$ cat src/rtl/rtc_regbus_pkg.sv
package rtc_regbus_pkg;

    localparam int DATA_W     = 8;

    // Register numbers whose behaviour is special.
    localparam int REG_SEC    = 0;
    localparam int REG_A      = 10;
    localparam int REG_B      = 11;
    localparam int REG_C      = 12;
    localparam int REG_D      = 13;

    // Bit positions used by the access rules.
    localparam int SEC_RO_BIT = 7;
    localparam int BIT_UIP    = 7;
    localparam int BIT_SET    = 7;
    localparam int BIT_UIE    = 4;
    localparam int BIT_VRT    = 7;
    localparam int FLAG_LSB   = 4;
    localparam int N_FLAGS    = 3;

    typedef enum logic [0:0] {
        UIP_IDLE = 1'b0,
        UIP_BUSY = 1'b1
    } uip_state_e;

endpackage

$ cat src/rtl/rtc_bus_decode.sv
module rtc_bus_decode #(
    parameter int ADDR_W = 6
) (
    input  logic              clk,
    input  logic              rst_n,
    input  logic              map_direct,
    input  logic [ADDR_W-1:0] bus_addr,
    input  logic [ADDR_W-1:0] idx_wdata,
    input  logic              bus_wr,
    input  logic              bus_rd,
    output logic              acc_rd,
    output logic              acc_wr,
    output logic [ADDR_W-1:0] acc_sel,
    output logic              port_rd
);

    logic [ADDR_W-1:0] idx_q;
    logic              data_port;
    logic              idx_load;

    // In indexed mode only the odd address reaches the file.
    assign data_port = map_direct | bus_addr[0];
    assign idx_load  = bus_wr & ~data_port;

    always_ff @(posedge clk or negedge rst_n) begin
        if (!rst_n) begin
            idx_q <= '0;
        end else if (idx_load) begin
            idx_q <= idx_wdata;
        end
    end

    always_comb begin
        acc_sel = map_direct ? bus_addr : idx_q;
        acc_rd  = bus_rd & data_port;
        acc_wr  = bus_wr & data_port;
        port_rd = bus_rd & ~data_port;
    end

endmodule

$ cat src/rtl/rtc_uip_timer.sv
module rtc_uip_timer
    import rtc_regbus_pkg::*;
#(
    parameter int UIP_TICKS = 73
) (
    input  logic clk,
    input  logic rst_n,
    input  logic refresh,
    input  logic tick,
    output logic uip
);

    localparam int CNT_W = $clog2(UIP_TICKS + 1);
    localparam logic [CNT_W-1:0] LOAD = CNT_W'(UIP_TICKS);
    localparam logic [CNT_W-1:0] LAST = CNT_W'(1);

    uip_state_e       state_q, state_d;
    logic [CNT_W-1:0] cnt_q, cnt_d;

    // State register.
    always_ff @(posedge clk or negedge rst_n) begin
        if (!rst_n) begin
            state_q <= UIP_IDLE;
            cnt_q   <= '0;
        end else begin
            state_q <= state_d;
            cnt_q   <= cnt_d;
        end
    end

    // Transitions: refresh opens or reloads, the last tick closes.
    always_comb begin
        state_d = state_q;
        cnt_d   = cnt_q;
        unique case (state_q)
            UIP_IDLE: begin
                if (refresh) begin
                    state_d = UIP_BUSY;
                    cnt_d   = LOAD;
                end
            end
            UIP_BUSY: begin
                if (refresh) begin
                    cnt_d = LOAD;
                end else if (tick) begin
                    if (cnt_q == LAST) begin
                        state_d = UIP_IDLE;
                        cnt_d   = '0;
                    end else begin
                        cnt_d = cnt_q - LAST;
                    end
                end
            end
            default: begin
                state_d = UIP_IDLE;
                cnt_d   = '0;
            end
        endcase
    end

    // Outputs.
    always_comb begin
        uip = (state_q == UIP_BUSY);
    end

endmodule

$ cat src/rtl/rtc_regfile.sv
module rtc_regfile
    import rtc_regbus_pkg::*;
#(
    parameter int ADDR_W = 6
) (
    input  logic              clk,
    input  logic              rst_n,
    input  logic              acc_rd,
    input  logic              acc_wr,
    input  logic              port_rd,
    input  logic [ADDR_W-1:0] acc_sel,
    input  logic [DATA_W-1:0] wdata,
    input  logic              uip,
    input  logic              set_pf,
    input  logic              set_af,
    input  logic              set_uf,
    output logic [DATA_W-1:0] rdata,
    output logic              irq_n,
    output logic              div_restart
);

    localparam int DEPTH = 1 << ADDR_W;
    localparam logic [ADDR_W-1:0] SEL_SEC = ADDR_W'(REG_SEC);
    localparam logic [ADDR_W-1:0] SEL_A   = ADDR_W'(REG_A);
    localparam logic [ADDR_W-1:0] SEL_B   = ADDR_W'(REG_B);
    localparam logic [ADDR_W-1:0] SEL_C   = ADDR_W'(REG_C);
    localparam logic [ADDR_W-1:0] SEL_D   = ADDR_W'(REG_D);

    logic [DATA_W-1:0]  regs [DEPTH];
    logic [N_FLAGS-1:0] flag_q;
    logic [N_FLAGS-1:0] flag_set;
    logic [N_FLAGS-1:0] flag_en;
    logic               irqf;
    logic               is_sec, is_a, is_b, is_c, is_d;
    logic               wr_store, restart_d;
    logic [DATA_W-1:0]  wr_value, rd_value;
    logic               clr_flags;

    always_comb begin
        is_sec = (acc_sel == SEL_SEC);
        is_a   = (acc_sel == SEL_A);
        is_b   = (acc_sel == SEL_B);
        is_c   = (acc_sel == SEL_C);
        is_d   = (acc_sel == SEL_D);
    end

    // Write rules per register.
    always_comb begin
        wr_store  = 1'b0;
        restart_d = 1'b0;
        wr_value  = wdata;
        if (acc_wr) begin
            if (is_c || is_d) begin
                wr_store = 1'b0;
            end else if (is_sec) begin
                wr_store             = 1'b1;
                wr_value[SEC_RO_BIT] = 1'b0;
            end else if (is_a) begin
                if (wdata[BIT_UIP-1:0] != regs[REG_A][BIT_UIP-1:0]) begin
                    wr_store          = 1'b1;
                    restart_d         = 1'b1;
                    wr_value[BIT_UIP] = 1'b0;
                end
            end else if (is_b) begin
                wr_store = 1'b1;
                if (wdata[BIT_SET] && !regs[REG_B][BIT_SET]) begin
                    wr_value[BIT_UIE] = 1'b0;
                end
            end else begin
                wr_store = 1'b1;
            end
        end
    end

    always_ff @(posedge clk or negedge rst_n) begin
        if (!rst_n) begin
            for (int i = 0; i < DEPTH; i++) begin
                regs[i] <= '0;
            end
        end else if (wr_store) begin
            regs[acc_sel] <= wr_value;
        end
    end

    // Event flags: one cell per flag, set beats read-clear.
    assign flag_set  = {set_pf, set_af, set_uf};
    assign clr_flags = acc_rd & is_c;
    assign flag_en   = regs[REG_B][FLAG_LSB +: N_FLAGS];

    for (genvar f = 0; f < N_FLAGS; f++) begin : g_flag
        always_ff @(posedge clk or negedge rst_n) begin
            if (!rst_n) begin
                flag_q[f] <= 1'b0;
            end else if (flag_set[f]) begin
                flag_q[f] <= 1'b1;
            end else if (clr_flags) begin
                flag_q[f] <= 1'b0;
            end
        end
    end

    assign irqf  = |(flag_q & flag_en);
    assign irq_n = ~irqf;

    // Read rules per register.
    always_comb begin
        rd_value = regs[acc_sel];
        if (is_a) begin
            rd_value[BIT_UIP] = uip;
        end else if (is_c) begin
            rd_value = {irqf, flag_q, {FLAG_LSB{1'b0}}};
        end else if (is_d) begin
            rd_value[BIT_VRT] = 1'b1;
        end
    end

    always_ff @(posedge clk or negedge rst_n) begin
        if (!rst_n) begin
            rdata       <= '0;
            div_restart <= 1'b0;
        end else begin
            div_restart <= restart_d;
            if (acc_rd) begin
                rdata <= rd_value;
            end else if (port_rd) begin
                rdata <= '0;
            end
        end
    end

endmodule

$ cat src/rtl/rtc_regbus_top.sv
module rtc_regbus_top
    import rtc_regbus_pkg::*;
#(
    parameter int ADDR_W    = 6,
    parameter int UIP_TICKS = 73
) (
    input  logic              clk,
    input  logic              rst_n,
    input  logic              map_direct,
    input  logic [ADDR_W-1:0] bus_addr,
    input  logic [DATA_W-1:0] bus_wdata,
    input  logic              bus_wr,
    input  logic              bus_rd,
    output logic [DATA_W-1:0] bus_rdata,
    input  logic              tick,
    input  logic              refresh,
    input  logic              set_pf,
    input  logic              set_af,
    input  logic              set_uf,
    output logic              irq_n,
    output logic              div_restart
);

    logic              acc_rd, acc_wr, port_rd;
    logic [ADDR_W-1:0] acc_sel;
    logic              uip;

    rtc_bus_decode #(.ADDR_W(ADDR_W)) u_decode (
        .clk        (clk),
        .rst_n      (rst_n),
        .map_direct (map_direct),
        .bus_addr   (bus_addr),
        .idx_wdata  (bus_wdata[ADDR_W-1:0]),
        .bus_wr     (bus_wr),
        .bus_rd     (bus_rd),
        .acc_rd     (acc_rd),
        .acc_wr     (acc_wr),
        .acc_sel    (acc_sel),
        .port_rd    (port_rd)
    );

    rtc_uip_timer #(.UIP_TICKS(UIP_TICKS)) u_uip (
        .clk     (clk),
        .rst_n   (rst_n),
        .refresh (refresh),
        .tick    (tick),
        .uip     (uip)
    );

    rtc_regfile #(.ADDR_W(ADDR_W)) u_regs (
        .clk         (clk),
        .rst_n       (rst_n),
        .acc_rd      (acc_rd),
        .acc_wr      (acc_wr),
        .port_rd     (port_rd),
        .acc_sel     (acc_sel),
        .wdata       (bus_wdata),
        .uip         (uip),
        .set_pf      (set_pf),
        .set_af      (set_af),
        .set_uf      (set_uf),
        .rdata       (bus_rdata),
        .irq_n       (irq_n),
        .div_restart (div_restart)
    );

endmodule

$ cat config.mk
export PLATFORM = sky130hd
export DESIGN_NAME = rtc_regbus_top
export DESIGN_NICKNAME = d
export VERILOG_FILES = /design/src/rtl/rtc_regbus_pkg.sv /design/src/rtl/rtc_bus_decode.sv /design/src/rtl/rtc_uip_timer.sv /design/src/rtl/rtc_regfile.sv /design/src/rtl/rtc_regbus_top.sv
export SDC_FILE = /design/constraint.sdc
export NUM_CORES = 1
export LEC_CHECK = 0
export BUFFER_PORTS_ARGS = -buffer_cell sky130_fd_sc_hd__buf_2
export CAP_MARGIN = 20
export CELL_PAD_IN_SITES_DETAIL_PLACEMENT = 0
export CELL_PAD_IN_SITES_GLOBAL_PLACEMENT = 1
export CORE_UTILIZATION = 25
export CTS_CLUSTER_DIAMETER = 30
export DETAILED_ROUTE_END_ITERATION = 7
export PLACE_DENSITY_LB_ADDON = 0.1
export SLEW_MARGIN = 20
export SYNTH_ARGS = -nofsm -noshare
export SYNTH_HDL_FRONTEND = slang
export SYNTH_HIERARCHICAL = 1
export SYNTH_SLANG_ARGS = --single-unit
$ cat constraint.sdc
create_clock -name clk -period 2.75 [get_ports clk]
set_clock_uncertainty 0.05 [all_clocks]
set_input_delay 0 -clock clk [delete_from_list [all_inputs] [get_ports clk]]
set_output_delay 0 -clock clk [all_outputs]
set_load 0.02 [all_outputs]
Word level (Yosys, flattened, before mapping)

Cells that the tools add are included.

Input bits: 24
Logic and storage cells: 153
Flip-flop bits (word level): 538

$add $sub $neg: 1
Bitwise operators: 11
Muxes and demuxes: 48
Magnitude comparators: 2
Reductions and logical operators: 11
Equal/unequal tests: 8

Operators with widths:

| kind                | count |
|---|---|
| $bwmux 512          | 1 |
| $bmux 8 s6          | 1 |
| $demux 8 s6         | 1 |
| $mux 7              | 6 |
| $mux 8              | 5 |
| $mux 1              | 31 |
| $eq 6x4->1 const B  | 4 |
| $pmux 7 s2          | 1 |
| $reduce_bool 2->1   | 4 |
| $eq 7x1->1 const B  | 1 |
| $ge 7x7->1 const B  | 1 |
| $lt 7x1->1 const B  | 1 |
| $ne 7x7->1          | 1 |
| $not 6->7           | 1 |
| $sub 7x1->7 const B | 1 |
| $logic_not 6->1     | 1 |
| $mux 6              | 1 |
| $and 1x1->1         | 5 |
| $and 3x3->3         | 1 |
| $ne 3x3->1 const B  | 1 |
| $not 1->1           | 3 |
| $reduce_or 3->1     | 1 |
| $logic_and 1x1->1   | 2 |
| $ne 2x2->1 const B  | 1 |
| other kinds (5)     | 5 |

Longest topological paths before layout

Gate-level depths: netlist (run 1).

Word-level depth: 9
Gate-level depth with buffers: 12

Cells and area by module

Netlist (run 1), hierarchy kept.

By module, submodules not included:

| module         | times used | area an instance (um^2) | seq. area each (um^2) | cells an instance |
|---|---|---|---|---|
| rtc_regfile    | 1          | 24,158.2                | 12,987.5              | 1,807 |
| rtc_uip_timer  | 1          | 451.7                   | 200.2                 | 44 |
| rtc_bus_decode | 1          | 337.8                   | 150.1                 | 24 |

Worst setup path after synthesis (run 1)

Ideal clock, no wire load.

Path kind: register -> register
Start: register u_decode.idx_q[1]
End: register u_regs/regs[120] (netlist bit)
Cell stages (with the launch flop): 9
Path slack: 0.470 ns
Data required time: 2.575 ns
Buffers on the path: 3
Data arrival time: 2.105 ns
Library setup time: 0.125 ns
Cells stage by stage: dfrtp_1 mux2_2 buf_6 buf_4 nor2_2 buf_2 nand2_1 nor2_2 mux2_2

Longest elaborated chain between the ends: 7
Elaborated cells between the ends (all ways): 17
Classes of those cells: order compare: 2; eq/ne: 3; mux: 8; bitwise: 1; reduce/logical: 3

RTL lines:

| item                                                                  | line                 | text |
|---|---|---|
| start: declaration                                                    | rtc_bus_decode.sv:17 | `logic [ADDR_W-1:0] idx_q;` |
| start signal: assignment                                              | rtc_bus_decode.sv:29 | `idx_q <= idx_wdata;` |
| $mux 6 (*)                                                            | rtc_bus_decode.sv:34 | `acc_sel = map_direct ? bus_addr : idx_q;` |
| named net acc_sel[1]                                                  | rtc_regbus_top.sv:25 | `logic [ADDR_W-1:0] acc_sel;` |
| $not 6->7 (implied by the code)                                       | rtc_regfile.sv:81    | `regs[acc_sel] <= wr_value;` |
| $ge 7x7->1 (implied by the code) / $lt 7x1->1 (equally long branches) | rtc_regfile.sv:81    |  |
| $logic_and 1x1->1 (implied by the code)                               | rtc_regfile.sv:81    |  |
| $mux 8 (implied by the code)                                          | rtc_regfile.sv:81    |  |
| $demux 8 s6                                                           | rtc_regfile.sv:81    |  |
| $bwmux 512                                                            | rtc_regfile.sv:81    |  |
| end signal: indexed assignment                                        | rtc_regfile.sv:81    |  |
| end: declaration                                                      | rtc_regfile.sv:29    | `logic [DATA_W-1:0] regs [DEPTH];` |

Mark *: on every way through the listed nets, which the timed path passes. The rest lies on a longest branch.
A chain may end at the register's enable or synchronous reset.

Worst setup path after layout (run 1)

Start: register u_decode.idx_q[1]
End: register u_regs.rdata[0]

Longest elaborated chain between the ends: 8
Elaborated cells between the ends (all ways): 10
Classes of those cells: eq/ne: 2; mux: 7; bitwise: 1

RTL lines:

| item                                      | line                 | text |
|---|---|---|
| $mux 6 (*)                                | rtc_bus_decode.sv:34 |  |
| named net acc_sel[1]                      | rtc_regbus_top.sv:25 |  |
| $not 6->7 (implied by the code)           | rtc_regfile.sv:107   | `rd_value = regs[acc_sel];` |
| $bmux 8 s6                                | rtc_regfile.sv:107   |  |
| $mux 8 (implied by the code) (2 in a row) | rtc_regfile.sv:107   |  |
| $mux 7                                    | rtc_regfile.sv:110   | `end else if (is_c) begin` |
| $mux 7 (*)                                | rtc_regfile.sv:108   | `if (is_a) begin` |
| $mux 8 (*)                                | rtc_regfile.sv:123   | `if (acc_rd) begin` |
| end signal: assignment                    | rtc_regfile.sv:124   | `rdata <= rd_value;` |
| end: declaration                          | rtc_regfile.sv:17    | `output logic [DATA_W-1:0] rdata,` |

Mark *: on every way through the listed nets, which the timed path passes. The rest lies on a longest branch. The select of a mux whose other input is x is not followed.

==> results of run 1 <==
[routing by layer]
metal	wire (um)	global-route usage (%)	part of all wire (%)
met5	13	0	0.013
met2	45100	29.9	46
met1	46400	27.0	47
met3	3700	3.92	3.8
met4	2770	7.17	2.8
[final cells by class]
| cell class | count | area [um^2] | share of cell area (%) |
|---|---|---|---|
| sequential | 533 | 13300 | 38.7 |
| clock inverter | 65 | 682 | 1.98 |
| antenna | 2 | 5.00 | 0.0145 |
| clock buffer | 229 | 4760 | 13.8 |
| tap | 1287 | 1610 | 4.68 |
| inverter | 6 | 22.5 | 0.0654 |
| timing repair buffer | 292 | 2960 | 8.60 |
| multi-input combinational | 1191 | 11100 | 32.1 |
[worst register-to-register path: cells and delay by family (launching register included)]
kind                   cells  cell delay (ns)
and+or+nand+nor            1             0.19
AOI/OAI and AO/OA          5             1.48
buffers and inverters      1             0.20
DFF                        1             0.38
muxes                      1             0.37
[metrics by stage]
step	cells	power, W	hold slack, ns
after floorplan	1875	0.0138	-0.346
after global placement	3258	0.0163	-0.0205
after detailed placement	3258	0.0165	-0.0206
after CTS	3584	0.0350	0.0142
after global routing	3603	0.0362	0.0282
final	3605	0.0347	0.0384
[state kept, by name (all words and copies together) (netlist names)]
register,cells
u_regs/regs,504
u_regs/div_restart,1
u_regs/flag_en,3
u_uip/uip,1
u_decode/idx_q,6
u_regs/rdata,8
u_uip/cnt_q,7
u_regs/flag_q,3
[cell usage after synthesis, types with 8 or more instances]
master | number | area, um^2
buf_6 | 13 | 146
nand3_1 | 25 | 125
a22oi_1 | 55 | 413
nor2_1 | 43 | 161
nand2_2 | 13 | 81.3
clkbuf_1 | 70 | 263
nor2_4 | 20 | 225
mux2i_1 | 49 | 490
dfrtp_1 | 533 | 13300
a21oi_1 | 24 | 120
nand2_1 | 124 | 465
nor2b_1 | 8 | 50.1
o21ai_0 | 91 | 455
mux2_2 | 471 | 5300
nor2_2 | 14 | 87.6
a221oi_1 | 44 | 385
o22ai_1 | 11 | 68.8
buf_4 | 22 | 165
mux4_2 | 46 | 1040
buf_2 | 39 | 195
[what timing repair did]
action                                  CTS  global route
endpoints found under the setup margin   89            23
gates cloned                              0             2
hold buffers                             26             0
pin swaps                                 4            15
resized for setup                        21            39
buffers inserted                          6            19
hold endpoints to repair                610             0
[cell families after synthesis]
logic type	Yosys count	synth area share, %
flops	533	53.5
fa+ha+maj	2	0.100
compound gates	302	8.54
simple gates	311	6.91
mux	568	27.5
xor+xnor	7	0.246
buf+inv	152	3.27
[power groups by stage]
stage	sequential [W]	combinational (W)	clock (W)
CTS	0.0107	0.00585	0.0185
global placement	0.0107	0.00565	0
floorplan	0.0104	0.00344	0
finish	0.0107	0.00591	0.0181
detailed placement	0.0108	0.00572	0
global route	0.0109	0.00632	0.0190
[final timing paths]
path / startpoint / end / slack (ns) / cells past startpoint
setup / recovery: u_decode/idx_q[1]$_DFFE_PN0P_ / u_regs/rdata[0]$_DFFE_PN0P_ / -0.08 / 8
max in group asynchronous: rst_n / u_regs/regs[49]$_DFFE_PN0P_ / 1.59 / 4
setup reg to reg: u_decode/idx_q[1]$_DFFE_PN0P_ / u_regs/rdata[0]$_DFFE_PN0P_ / -0.08 / 8
hold / removal: bus_wdata[0] / u_regs/regs[280]$_DFFE_PN0P_ / 0.04 / 3
min in group asynchronous: rst_n / u_regs/regs[248]$_DFFE_PN0P_ / 0.52 / 4
hold reg to reg: u_regs/regs[401]$_DFFE_PN0P_ / u_regs/regs[401]$_DFFE_PN0P_ / 0.32 / 0
==> flow_metrics.py, run 1 <==
metrics = {
    "sta": {
        "final.setup.worst_slack_ns": -0.0752,
        "rsz0062_at_grt": "yes",
        "period_minus_slack_ns": 2.83,
        "max_slew_margin_pct": 39.5,
        "timing.setup.tns_ns": -0.0816,
        "drv_slew": 0,
        "setup_viol": 2,
        "worstMarginPinSlew_ns": 0.908,
        "hold_viol_final": 0,
        "max_freq_mhz": 354,
        "min_period_over_period_pct": 103,
    },
    "clock_network": {
        "numCtsBuffers": 160,
        "clk_pin_slew_worst_paths_ns": 0.04,
        "htree_levels": 4,
        "clock_tree.buffer_depth": 3,
        "cts_tree": "done",
        "clk_latency_ns": 0.73,
        "cts_root_buf": "clkbuf_16",
        "cts.sinks": 533,
    },
    "floorplanning": {
        "die_h_um": 318,
        "dieArea_mm2": 0.101,
        "coreArea_mm2": 0.0986,
        "row_count": 115,
        "io-pin-count": 34,
        "chipWidth_um": 318,
        "initial_utilization_pct": 25.3,
    },
    "worst_setup_path": {
        "crit_chain": "mux2_8, buf_4, and2_4, a221o_1, o211ai_1, o21ai_1, o41ai_2, o211ai_1",
        "required_ns": 3.28,
        "cp_data_arrival_time_ns": 3.35,
        "crit_family": "compound AO/OA/AOI/OAI gates",
        "path_common_cell": "o211ai_1",
        "critPathBufInv": 1,
        "cp-start-kind": "register",
        "critPathKind": "register to register",
        "critPathMaxFanout": 6,
        "cpPeakStageDelay_ns": 0.44,
        "cp-end-kind": "register",
        "cp_slowest_cell": "o211ai_1",
    },
    "global_route": {
        "antenna_found_initial": 4,
        "gr-total-overflow": 0,
        "grt_max_degree": 92,
        "grt_pass1_wl_mm": 140,
        "grt_pass1_vias": 18553,
        "grt.total_usage_pct": 19.5,
    },
    "logic_synthesis": {
        "synth_fp_nets": 1901,
        "synth_edf_count": 0,
        "synthArstFlopShare_pct": 100,
        "synth_area_mm2": 0.0249,
        "synthCells": 1875,
        "synth_ff_type": "dfrtp_1",
        "ys_warn_count": 6,
        "synth.distinct_cells": 84,
        "yosysSeqAreaShare_pct": 53.5,
        "syn_avg_cell_area_um2": 13.3,
        "ys_seq_elements": 533,
    },
    "cells_and_area": {
        "post-route-util_pct": 34.9,
        "fillers": 9641,
        "finalInstanceArea_mm2": 0.0344,
        "nets": 2210,
        "final_cell_mix": "dfrtp_1 (533), mux2_2 (468), buf_4 (169)",
        "syn_to_final_growth_pct": 38.1,
        "final_common_cell": "dfrtp_1",
        "final_layout_size_suffix_gt1_share_pct": 50.3,
    },
    "power_and_ir_drop": {
        "vdd_ir_drop_max_mv": 0.442,
        "combPwrFrac_pct": 17.0,
        "internal-power_w": 0.0254,
        "pwr-share-clk_pct": 52.2,
        "seqPwrFrac_pct": 30.8,
        "p_sw_share_pct": 27.0,
        "p_per_area_mw_per_mm2": 1010,
        "p_leak_nw": 15.6,
        "p_switching_w": 0.00936,
    },
    "min_path": {
        "hold_path.class": "primary input to register",
    },
    "route": {
        "vias_per_cell": 4.86,
        "drt_first_pass_iters": 5,
        "antenna_left": 0,
        "drt_iter0_markers": 983,
        "wl_mm": 98.0,
        "via_count": 17525,
        "drt-wirelength-per-cell_um": 27.2,
        "post-route-drc-count": 0,
    },
    "flow_run": {
        "max_cap_viol_count": 0,
    },
    "placed_design": {
        "dpl_cell_area_mm2": 0.0282,
        "gp_congestion": 0.832,
        "dp_slack_ns": -0.487,
        "portBuffers": 33,
        "hpwlAfterDp_mm": 66.7,
    },
    "status": {
        "status": "finished with violations",
        "violations": "setup timing",
    },
}
No activity file was read; power rests on OpenSTA's default activity.
==> run 2: changes to the inputs <==
--- a/config.mk
+++ b/config.mk
@@ -18,3 +18,4 @@
 export SYNTH_HDL_FRONTEND = slang
 export SYNTH_HIERARCHICAL = 1
 export SYNTH_SLANG_ARGS = --single-unit
+export TNS_END_PERCENT = 1
==> run 2 against run 1 <==
  * The run still ends with setup timing left
  * Count of clock-buffer cells in the layout is the same
  * Cell count shrank 0.44%
  * Sequential power is essentially flat
  * Register-to-register slack gained 0.02 ns
  * Routed wire length shrank 0.40%
  * Critical path type unchanged
  * Largest cell class unchanged
==> flow_metrics.py, run 2 (synthesized netlist as in run 1, its figures left out) <==
metrics = {
    "floorplanning": {
        "row_count": 115,
        "chipWidth_um": 318,
        "coreArea_mm2": 0.0986,
        "dieArea_mm2": 0.101,
        "initial_utilization_pct": 25.3,
        "die_h_um": 318,
        "io-pin-count": 34,
    },
    "worst_setup_path": {
        "path_common_cell": "buf_12",
        "cp_slowest_cell": "a222oi_1",
        "critPathKind": "register to register",
        "required_ns": 3.28,
        "cp_data_arrival_time_ns": 3.33,
        "crit_chain": "mux2_8, buf_12, buf_12, and3b_2, buf_6, a22oi_1, nand4_1, a222oi_1, a31oi_1",
        "cpPeakStageDelay_ns": 0.50,
        "cp-end-kind": "register",
        "critPathBufInv": 3,
        "cp-start-kind": "register",
        "ff2ff_setup_slack_ns": -0.05,
        "crit_family": "compound AO/OA/AOI/OAI gates",
        "critPathMaxFanout": 15,
    },
    "power_and_ir_drop": {
        "pwr-share-clk_pct": 52.4,
        "p_switching_w": 0.00934,
        "internal-power_w": 0.0253,
        "p_sw_share_pct": 27.0,
        "p_leak_nw": 15.5,
        "seqPwrFrac_pct": 30.8,
        "combPwrFrac_pct": 16.8,
        "vdd_ir_drop_max_mv": 0.441,
        "p_per_area_mw_per_mm2": 1010,
    },
    "route": {
        "drt-wirelength-per-cell_um": 27.2,
        "wl_mm": 97.6,
        "post-route-drc-count": 0,
        "drt_first_pass_iters": 5,
        "vias_per_cell": 4.85,
        "drt_iter0_markers": 1065,
        "antenna_left": 0,
        "via_count": 17404,
    },
    "global_route": {
        "gr-total-overflow": 0,
        "grt.total_usage_pct": 19.5,
        "grt_max_degree": 92,
        "grt_pass1_wl_mm": 140,
        "antenna_found_initial": 4,
        "grt_pass1_vias": 18531,
    },
    "clock_network": {
        "cts_tree": "done",
        "clock_tree.buffer_depth": 3,
        "cts_root_buf": "clkbuf_16",
        "cts.sinks": 533,
        "numCtsBuffers": 160,
        "htree_levels": 4,
        "clk_pin_slew_worst_paths_ns": 0.04,
        "clk_latency_ns": 0.73,
    },
    "sta": {
        "max_freq_mhz": 357,
        "min_period_over_period_pct": 102,
        "rsz0062_at_grt": "yes",
        "period_minus_slack_ns": 2.80,
        "max_slew_margin_pct": 38.2,
        "final.setup.worst_slack_ns": -0.0505,
        "worstMarginPinSlew_ns": 0.927,
        "drv_slew": 0,
        "hold_viol_final": 0,
        "setup_viol": 2,
        "timing.setup.tns_ns": -0.0828,
        "hold_slack_ns": 0.0332,
    },
    "flow_run": {
        "max_cap_viol_count": 0,
    },
    "cells_and_area": {
        "final_common_cell": "dfrtp_1",
        "syn_to_final_growth_pct": 37.2,
        "nets": 2195,
        "largest_register_ffs": 504,
        "finalInstanceArea_mm2": 0.0342,
        "final_cell_mix": "dfrtp_1 (533), mux2_2 (468), clkbuf_16 (164)",
        "largest_register": "u_regs/regs",
        "largestRegisters": "u_regs/regs (504), u_regs/rdata (8), u_uip/cnt_q (7)",
        "final_layout_size_suffix_gt1_share_pct": 49.6,
        "fillers": 9644,
    },
    "status": {
        "status": "finished with violations",
        "violations": "setup timing",
    },
    "placed_design": {
        "portBuffers": 33,
        "gp_congestion": 0.832,
        "dpl_cell_area_mm2": 0.0282,
        "hpwlAfterDp_mm": 66.7,
    },
    "min_path": {
        "hold_path.class": "primary input to register",
    },
}
## run 2: routing by layer
layer	GRT usage, %	share of wire (%)	routed length, um
met1	27.1	48	46400
met2	29.8	46	44400
met3	3.87	3.9	3830
met4	7.14	3.0	2930
met5	0	0.013	13
## run 2: worst min-delay path: stages
cell and delay, ns:
buf_2 0.17, buf_4 0.28, mux2_2 0.31
## run 2: final cells by class
cell class / count / area (um^2) / share of cell area, %
flip-flops and latches: 533 / 13300 / 39.0
multi-input cells: 1190 / 11000 / 32.2
clock buffers: 229 / 4760 / 13.9
repair buffers: 278 / 2800 / 8.17
well taps: 1287 / 1610 / 4.70
clock inverters: 65 / 682 / 1.99
inverters: 6 / 26.3 / 0.0768
diodes: 1 / 2.50 / 0.00731
## run 2: final timing paths
path | startpoint | to | depth (start not counted)
setup / recovery | u_decode/idx_q[2]$_DFFE_PN0P_ | u_regs/rdata[4]$_DFFE_PN0P_ | 9
hold / removal | bus_wdata[0] | u_regs/regs[304]$_DFFE_PN0P_ | 3
setup reg to reg | u_decode/idx_q[2]$_DFFE_PN0P_ | u_regs/rdata[4]$_DFFE_PN0P_ | 9
hold reg to reg | u_regs/regs[401]$_DFFE_PN0P_ | u_regs/regs[401]$_DFFE_PN0P_ | 0
max in group asynchronous | rst_n | u_regs/regs[49]$_DFFE_PN0P_ | 4
min in group asynchronous | rst_n | u_regs/regs[248]$_DFFE_PN0P_ | 4
## run 2: power groups by stage
stage,sequential (W),combinational (W),clock (W)
floorplan,0.0104,0.00344,0
global placement,0.0107,0.00565,0
detailed placement,0.0108,0.00572,0
CTS,0.0107,0.00582,0.0185
global route,0.0109,0.00623,0.0190
finish,0.0107,0.00581,0.0182
## run 2: timing repair
item | 4_1_cts | 5_1_grt
endpoints found under the hold margin | 610 | 0
resized for setup | 15 | 28
buffers inserted | 3 | 8
setup endpoints to repair | 89 | 22
pin swaps | 4 | 8
hold buffers | 26 | 0
cloned | 0 | 0
## run 2: through the flow
stage / worst slack [ns] / cells / power [W] / utilization, %
2_1_floorplan: 0.470 / 1875 / 0.0138 / -
3_3_place_gp: -0.504 / 3258 / 0.0163 / 28.7
3_5_place_dp: -0.487 / 3258 / 0.0165 / 28.7
4_1_cts: -0.0991 / 3581 / 0.0350 / 34.6
5_1_grt: -0.0742 / 3588 / 0.0361 / 34.7
6_report: -0.0505 / 3589 / 0.0346 / 34.7
==> run 3: changes to the inputs <==
==> constraint.sdc (replaced) <==
create_clock -name clk -period 2.75 [get_ports clk]
set_clock_uncertainty 0.05 [all_clocks]
set_input_delay 0.275 -clock clk [delete_from_list [all_inputs] [get_ports clk]]
set_output_delay 0.275 -clock clk [all_outputs]
set_load 0.02 [all_outputs]
==> run 3 against run 2 <==
  * The flow still finishes with violations (setup timing)
  * Clock power about the same
  * Design area rose by 1.7%
  * Routed wire length up 0.55%
  * Combinational power rose by 1%
  * Sequential power about the same
  * Global-route usage is 0.19 points higher
  * Via count is 1.2% higher
  * Utilization up 0.58 points
  * Non-clock buffer count grew 56
  * Critical path depth grew 1
  * Worst setup slack improved by 0.037 ns
  * Maximum frequency grew 1.3%
==> flow_metrics.py, run 3 (synthesized netlist as in run 1, its figures left out) <==
metrics = {
    "status": {
        "status": "finished with violations",
        "violations": "setup timing",
    },
    "power_and_ir_drop": {
        "p_per_area_mw_per_mm2": 1010,
        "vdd_ir_drop_max_mv": 0.450,
        "p_leak_nw": 15.9,
        "power_w": 0.0351,
    },
    "sta": {
        "setup_viol": 1,
        "min_period_over_period_pct": 101,
        "rsz0062_at_grt": "yes",
        "max_freq_mhz": 362,
        "hold_viol_final": 0,
        "worstMarginPinSlew_ns": 0.914,
        "period_minus_slack_ns": 2.76,
        "timing.setup.tns_ns": -0.0140,
        "max_slew_margin_pct": 39.1,
        "drv_slew": 0,
        "final.setup.worst_slack_ns": -0.0140,
    },
    "cells_and_area": {
        "largest_register": "u_regs/regs",
        "syn_to_final_growth_pct": 39.5,
        "final_cell_mix": "dfrtp_1 (533), mux2_2 (468), buf_4 (214)",
        "nets": 2253,
        "largestRegisters": "u_regs/regs (504), u_regs/rdata (8), u_uip/cnt_q (7)",
        "final_common_cell": "dfrtp_1",
        "fillers": 9561,
        "final_layout_size_suffix_gt1_share_pct": 50.7,
        "largest_register_ffs": 504,
    },
    "global_route": {
        "grt.total_usage_pct": 19.7,
        "grt_max_degree": 86,
        "antenna_found_initial": 4,
        "grt_pass1_wl_mm": 143,
        "grt_pass1_vias": 19122,
        "gr-total-overflow": 0,
    },
    "placed_design": {
        "hpwlAfterDp_mm": 68.7,
        "portBuffers": 33,
        "dp_slack_ns": -0.523,
        "gp_congestion": 0.850,
    },
    "worst_setup_path": {
        "cp_slowest_cell": "dfrtp_1",
        "cpPeakStageDelay_ns": 0.39,
        "cp-start-kind": "register",
        "critPathKind": "register to register",
        "path_common_cell": "buf_4",
        "critPathBufInv": 3,
        "critPathMaxFanout": 7,
        "cp-end-kind": "register",
        "r2r_cells": 10,
        "crit_family": "compound AO/OA/AOI/OAI gates",
        "cp_num_cells": 10,
        "required_ns": 3.30,
        "crit_chain": "mux2_8, buf_12, and2_1, buf_4, a22oi_1, o32ai_2, nor4b_4, buf_4, a31o_1, nand3_1",
        "cp_data_arrival_time_ns": 3.31,
    },
    "route": {
        "drt_iter0_markers": 832,
        "drt_first_pass_iters": 5,
        "drt-wirelength-per-cell_um": 27.0,
        "post-route-drc-count": 0,
        "wl_mm": 98.1,
        "vias_per_cell": 4.84,
        "antenna_left": 0,
        "via_count": 17609,
    },
    "floorplanning": {
        "dieArea_mm2": 0.101,
        "io-pin-count": 34,
        "row_count": 115,
        "die_h_um": 318,
        "initial_utilization_pct": 25.3,
        "chipWidth_um": 318,
        "coreArea_mm2": 0.0986,
    },
    "clock_network": {
        "clock_tree.buffer_depth": 3,
        "cts.sinks": 533,
        "numCtsBuffers": 162,
        "cts_root_buf": "clkbuf_16",
        "htree_levels": 4,
        "cts_tree": "done",
        "clk_latency_ns": 0.73,
        "clk_pin_slew_worst_paths_ns": 0.04,
    },
    "min_path": {
        "min_path_cells": 4,
        "hold_path.class": "primary input to register",
    },
    "flow_run": {
        "max_cap_viol_count": 0,
    },
}
==> run 3: cell types whose count changed in the layout (fill, tap and decap cells not counted), sizes merged <==
cell | previous run | this run
clkinv | 48 | 51
bufinv | 10 | 15
clkinvlp | 3 | 5
inv | 10 | 7
clkbuf | 229 | 218
dlygate4sd3 | 25 | 11
buf | 253 | 323
==> run 3: timing repair <==
item                       4_1_cts  5_1_grt
hold endpoints to repair       370        0
resized for setup                8        8
setup endpoints to repair       48       65
pin swaps                        1        3
cloned                           0        0
hold buffers                    12        0
buffers inserted                 0        6
==> run 3: worst paths after layout <==
path / endpoint / slack [ns] / from
worst min register to register: u_regs/regs[400]$_DFFE_PN0P_ / 0.32 / u_regs/regs[400]$_DFFE_PN0P_
worst min-delay path: u_regs/rdata[5]$_DFFE_PN0P_ / 0.10 / bus_addr[3]
worst max register to register: u_regs/rdata[5]$_DFFE_PN0P_ / -0.01 / u_decode/idx_q[1]$_DFFE_PN0P_
worst max-delay path: u_regs/rdata[5]$_DFFE_PN0P_ / -0.01 / u_decode/idx_q[1]$_DFFE_PN0P_
max in group asynchronous: u_regs/regs[469]$_DFFE_PN0P_ / 1.71 / rst_n
min in group asynchronous: u_regs/regs[320]$_DFFE_PN0P_ / 0.12 / rst_n
==> run 3: layer usage <==
layer  GRT usage (%)  routed length [um]
met1            27.2               46500
met4            5.78                1950
met5               0                   0
met2            31.2               45600
met3            3.52                4150
==> run 3: final cells by class <==
cell class	count	area (um^2)	area share, %
clock inverters	72	853	2.45
repair buffers	334	3400	9.76
diodes	1	2.50	0.00719
multi-input cells	1190	10900	31.3
well taps	1287	1610	4.63
clock buffers	218	4680	13.4
flip-flops and latches	533	13300	38.3
inverters	6	22.5	0.0647
==> run 3: per-stage QoR <==
stage | area (um^2) | hold WS (ns) | cells | util [%]
floorplan | 24900 | -0.0706 | 1875 | -
global placement | 29000 | 0.115 | 3332 | 29.4
detailed placement | 29000 | 0.113 | 3332 | 29.4
CTS | 34700 | 0.0699 | 3634 | 35.2
global route | 34800 | 0.0824 | 3640 | 35.3
finish | 34800 | 0.101 | 3641 | 35.3
==> run 3: power by group <==
group          internal (W)  switching (W)  total [W]
Combinational       0.00295        0.00294    0.00589
Sequential          0.00967        0.00105     0.0107
Clock                0.0131        0.00535     0.0185
Total                0.0258        0.00933     0.0351
==> run 3: worst reg2reg max path, cell delays in order (launching register included) <==
cell	delay [ns]
dfrtp_1	0.39
mux2_8	0.37
buf_12	0.17
and2_1	0.20
buf_4	0.21
a22oi_1	0.35
o32ai_2	0.18
nor4b_4	0.31
buf_4	0.17
a31o_1	0.18
nand3_1	0.08
